### src/rtl/idle_det_pkg.sv
package idle_det_pkg;

  // Number of high bit times that make up one full character time.
  function automatic int unsigned idle_span(input int unsigned data_bits,
                                            input logic nine);
    return data_bits + 2 + (nine ? 1 : 0);
  endfunction

endpackage

### src/rtl/idle_origin_ctl.sv
module idle_origin_ctl (
  input  logic clk,
  input  logic rst_n,
  input  logic start_mark,
  input  logic stop_mark,
  input  logic after_stop,
  output logic origin_evt,
  output logic count_en
);

  logic en_q;

  assign origin_evt = after_stop ? stop_mark : start_mark;

  always_ff @(posedge clk or negedge rst_n) begin
    if (!rst_n) begin
      en_q <= 1'b0;
    end else if (origin_evt) begin
      en_q <= 1'b1;
    end else if (after_stop && start_mark) begin
      en_q <= 1'b0;
    end
  end

  assign count_en = en_q;

endmodule

### src/rtl/idle_bit_counter.sv
module idle_bit_counter #(
  parameter int unsigned CNT_W = 4
) (
  input  logic             clk,
  input  logic             rst_n,
  input  logic             rx,
  input  logic             bit_tick,
  input  logic             count_en,
  input  logic             origin_evt,
  input  logic [CNT_W-1:0] span,
  output logic [CNT_W-1:0] cnt_q,
  output logic             span_hit
);

  logic [CNT_W-1:0] span_m1;
  logic             adv;

  assign span_m1  = span - CNT_W'(1);
  assign adv      = bit_tick && rx && count_en && !origin_evt;
  assign span_hit = adv && (cnt_q == span_m1);

  always_ff @(posedge clk or negedge rst_n) begin
    if (!rst_n) begin
      cnt_q <= '0;
    end else if (origin_evt) begin
      cnt_q <= '0;
    end else if (bit_tick) begin
      if (!rx) begin
        cnt_q <= '0;
      end else if (count_en && (cnt_q < span)) begin
        cnt_q <= cnt_q + CNT_W'(1);
      end
    end
  end

endmodule

### src/rtl/idle_flag_ctl.sv
module idle_flag_ctl (
  input  logic clk,
  input  logic rst_n,
  input  logic span_hit,
  input  logic char_rcvd,
  input  logic status_rd,
  input  logic data_rd,
  output logic idle_q,
  output logic armed_q,
  output logic set_evt,
  output logic clr_evt
);

  logic seen_q;

  assign set_evt = span_hit && armed_q;
  assign clr_evt = data_rd && seen_q;

  always_ff @(posedge clk or negedge rst_n) begin
    if (!rst_n) begin
      armed_q <= 1'b0;
      idle_q  <= 1'b0;
      seen_q  <= 1'b0;
    end else begin
      if (char_rcvd) begin
        armed_q <= 1'b1;
      end else if (set_evt) begin
        armed_q <= 1'b0;
      end

      if (set_evt) begin
        idle_q <= 1'b1;
      end else if (clr_evt) begin
        idle_q <= 1'b0;
      end

      if (clr_evt) begin
        seen_q <= 1'b0;
      end else if (status_rd) begin
        seen_q <= idle_q;
      end
    end
  end

endmodule

### src/rtl/serial_idle_detect.sv
module serial_idle_detect #(
  parameter int unsigned DATA_BITS = 8
) (
  input  logic clk,
  input  logic rst_n,
  input  logic rx_i,
  input  logic bit_tick_i,
  input  logic start_mark_i,
  input  logic stop_mark_i,
  input  logic nine_bit_i,
  input  logic after_stop_i,
  input  logic char_rcvd_i,
  input  logic status_rd_i,
  input  logic data_rd_i,
  output logic idle_o
);
  import idle_det_pkg::*;

  localparam int unsigned MAX_SPAN = DATA_BITS + 3;
  localparam int unsigned CNT_W    = $clog2(MAX_SPAN + 1);

  logic             origin_evt;
  logic             count_en;
  logic [CNT_W-1:0] span;
  logic [CNT_W-1:0] cnt_q;
  logic             span_hit;
  logic             idle_q;
  logic             armed_q;
  logic             set_evt;
  logic             clr_evt;

  assign span = CNT_W'(idle_span(DATA_BITS, nine_bit_i));

  idle_origin_ctl u_origin (
    .clk        (clk),
    .rst_n      (rst_n),
    .start_mark (start_mark_i),
    .stop_mark  (stop_mark_i),
    .after_stop (after_stop_i),
    .origin_evt (origin_evt),
    .count_en   (count_en)
  );

  idle_bit_counter #(.CNT_W(CNT_W)) u_count (
    .clk        (clk),
    .rst_n      (rst_n),
    .rx         (rx_i),
    .bit_tick   (bit_tick_i),
    .count_en   (count_en),
    .origin_evt (origin_evt),
    .span       (span),
    .cnt_q      (cnt_q),
    .span_hit   (span_hit)
  );

  idle_flag_ctl u_flag (
    .clk       (clk),
    .rst_n     (rst_n),
    .span_hit  (span_hit),
    .char_rcvd (char_rcvd_i),
    .status_rd (status_rd_i),
    .data_rd   (data_rd_i),
    .idle_q    (idle_q),
    .armed_q   (armed_q),
    .set_evt   (set_evt),
    .clr_evt   (clr_evt)
  );

  assign idle_o = idle_q;

endmodule

### config.mk
export PLATFORM = sky130hd
export DESIGN_NAME = serial_idle_detect
export DESIGN_NICKNAME = d
export VERILOG_FILES = /design/src/rtl/idle_det_pkg.sv /design/src/rtl/idle_origin_ctl.sv /design/src/rtl/idle_bit_counter.sv /design/src/rtl/idle_flag_ctl.sv /design/src/rtl/serial_idle_detect.sv
export SDC_FILE = /design/constraint.sdc
export NUM_CORES = 1
export LEC_CHECK = 0
export ABC_AREA = 1
export ABC_CLOCK_PERIOD_IN_PS = 2900
export BUFFER_PORTS_ARGS = -buffer_cell sky130_fd_sc_hd__buf_4
export CORE_AREA = 2 2 39 41
export CTS_BUF_LIST = sky130_fd_sc_hd__clkbuf_4
export CTS_CLUSTER_DIAMETER = 30
export DETAILED_ROUTE_END_ITERATION = 16
export DIE_AREA = 0 0 41 43
export PLACE_DENSITY_LB_ADDON = 0.12
export SYNTH_ARGS = -nofsm -noshare
export SYNTH_HDL_FRONTEND = slang
export SYNTH_SLANG_ARGS = --single-unit
### constraint.sdc
create_clock -name clk -period 2.9 [get_ports clk]
set_clock_uncertainty 0.1 [all_clocks]
set_input_delay 0 -clock clk [delete_from_list [all_inputs] [get_ports clk]]
set_output_delay 0 -clock clk [all_outputs]
set_load 0.005 [all_outputs]
==> run_results.csv <==
group,metric,value,unit
pwr,power,0.2623,mW
worst_hold_path,min-delay-start,"rx_i",
final_layout,diodes,0,
synthesis,ys_warn_count,0,
pwr,ir_drop,0.2183,mV
cts,cts_buffers,3,
worst_setup_path,crit_start,"u_count.cnt_q[0]$_DFFE_PN0P_",
routing,wl,1097,um
routing,drc,0,
worst_setup_path,cp_data_arrival_time,1.44,ns
grt,grt_usage,17.16,%
worst_setup_path,cpPeakStageDelay,0.42,ns
cts,cts_tree,"built",
cts,clock_path_buffers,2,
timing,final_max_slew_viol_count,0,
worst_setup_path,critPathCaptureType,"flop",
final_layout,fin_area,735.7,sq um
synthesis,ys_seq_elements,8,
worst_setup_path,critPathSlowestCell,"dfrtp_1",
synthesis,synth_fp_nets,83,
grt,antenna_found_initial,0,
timing,timing.slew.headroom,74.22,%
worst_setup_path,path_class,"flop to flop",
synthesis,synth_top_area_share,38.46,%
grt,grt_pass1_vias,492,
floorplanning,ioPinCount,12,
synthesis,synth_top_area_cell,"dfrtp_1",
synthesis,synth_cells,70,
final_layout,syn2layout_area_growth,41.35,%
floorplanning,dieArea,0.001763,sq mm
worst_setup_path,worstReg2RegStart,"u_count.cnt_q[0]$_DFFE_PN0P_",
placed_design,placed_area,623.1,sq um
timing,hold_viol,0,
timing,rsz0062_at_grt,"no",
routing,dr.pass1.iters,4,
worst_setup_path,crit_top_cell,"nand2_1",
timing,max_freq,715.7,MHz
cts,clkLatencyLatePin,0.25,ns
floorplanning,die_h,43,um
placed_design,dp_hpwl,818.7,um
worst_hold_path,hold_path_class,"input pin to flop",
grt,grt_pass1_wl,2021,um
routing,avgRoutedWirePerCell,10.06,um
final_layout,drive_above_1_share,25.81,%
synthesis,synth_cell_type_count,16,
timing,min_period_over_period,48.18,%
cts,cts_setup_buffers,0,
worst_setup_path,crit_chain,"inv_1 -> ha_1 -> nor2_1 -> nand2_1 -> nor2_1 -> nand2_1 -> nand2_1 -> nand2_1",
routing,vias,512,
grt,grt_max_degree,9,
final_layout,nets,108,
synthesis,synth.avg_cell_area,7.436,sq um
pwr,p_leak,0.3868,nW
timing,setup-tns-final,0,ns
pwr,power.density,356.5,mW/mm^2
floorplanning,start_util,37.61,%
routing,ant_nets,0,
placed_design,gp_congestion,0.7451,
synthesis,yosysSeqAreaShare,38.46,%
worst_setup_path,required,2.94,ns
grt,overflow,0,
floorplanning,die_w,41,um
worst_setup_path,crit_path_start_kind,"flop",
timing,worst_pin_slew,0.3854,ns
synthesis,synthTopCellsByArea,"dfrtp_1 38%, nand2_1 14%, nand3_1 7.7%, nand2_4 6.5%, inv_1 5.8%",
cts,cts_sinks,8,
timing,whs,0.02073,ns
floorplanning,core_area,0.001384,sq mm
timing,finalCriticalPeriod,1.397,ns
placed_design,port_buffers,11,
run,max-cap-violations,0,
synthesis,syn_area,520.5,sq um
cts,cts_max_level,1,
floorplanning,std_cell_rows,14,
worst_setup_path,crit_fanout,6,
cts,cts-root-buf,"clkbuf_4",
routing,dr.first_iter.drc_count,5,
cts,path_clk_slew,0.05,ns
timing,setup_viol,0,
routing,viasPerCell,4.697,
run_status,status,"complete, no violations",
[routing by layer]
layer,global-route usage [%],up-vias,part of all wire (%)
met4,12.00,0,1.4
li1,-,268,-
met2,24.69,11,50
met5,0,-,0
met3,3.141,2,4.0
met1,22.00,231,44
[sequential cells by signal, summed over array words and instances, names as in the netlist]
signal             cells
u_count.cnt_q          4
u_origin.count_en      1
u_flag.armed_q         1
u_flag.seen_q          1
u_flag.idle_q          1
[logic make-up (layout without fill, tap and decap cells)]
kind of cell / count (synthesis) / after routing / share of synthesized area [%]
AO/OA/AOI/OAI: 5 / 5 / 8.175
flip-flops: 8 / 8 / 38.46
buffers and inverters: 10 / 33 / 7.212
adder cells (fa/ha/maj): 2 / 2 / 4.807
AND/OR/NAND/NOR: 45 / 45 / 41.34
[cell usage after synthesis]
master	instances
inv_2	2
nand2_4	3
nand4_1	2
o21ai_2	1
o211ai_1	1
o21ai_0	2
nand2_2	2
ha_1	2
or2_2	1
nand3_1	8
nor3_1	1
a21oi_4	1
nor2_1	8
inv_1	8
nand2_1	20
dfrtp_1	8
[worst max-delay path, delay by kind of cell, from the launching register on]
kind                       cells  cell delay (ns)
adders and majority gates      1             0.26
DFF                            1             0.42
buffers and inverters          1             0.06
and+or+nand+nor                6             0.45
[final cells by class]
cell class,count,area (sq um)
Clock buffer,3,22.52
Timing Repair Buffer,20,172.7
Multi-Input combinational cell,52,282.8
Sequential cell,8,200.2
Inverter,10,37.54
Tap cell,16,20.02
Fill cell,135,648.1
[cell usage in the layout (no fill, tap or decap), types with 3 or more instances in the layout]
cell type,synthesis,layout
nor2_1,8,8
nand2_4,3,3
clkbuf_4,0,3
dlygate4sd3_1,0,9
dfrtp_1,8,8
nand3_1,8,8
buf_4,0,11
nand2_1,20,20
inv_1,8,8
[final timing paths]
| kind | endpoint | slack, ns | cells past startpoint |
|---|---|---|---|
| worst max-delay path | u_flag.armed_q$_DFFE_PN0P_ | 1.50 | 8 |
| worst min-delay path | u_count.cnt_q[2]$_DFFE_PN0P_ | 0.02 | 5 |
| worst max register to register | u_flag.armed_q$_DFFE_PN0P_ | 1.50 | 8 |
| worst min register to register | u_flag.armed_q$_DFFE_PN0P_ | 0.38 | 2 |
| max in group asynchronous | u_flag.idle_q$_DFFE_PN0P_ | 1.79 | 3 |
| min in group asynchronous | u_count.cnt_q[0]$_DFFE_PN0P_ | 0.64 | 3 |
[per-stage QoR]
stage               cells  worst slack [ns]  util, %
floorplan              70             1.598        -
global placement       97             1.519    45.03
detailed placement     97             1.507    45.03
CTS                   109             1.491    53.16
global route          109             1.365    53.16
finish                109             1.503    53.16
[repair_timing]
item,in CTS,in global routing
hold buffers,9,0
endpoints found under the hold margin,16,0
resized for setup,0,0
[report_power, final]
group	leakage [nW]	internal (mW)	total, mW	switching (mW)
logic	0.272	0.0298	0.0580	0.0282
clock network	0.0138	0.0472	0.0832	0.0359
registers	0.101	0.116	0.121	0.00459
Note: power is estimated with default switching activity, not from simulation.
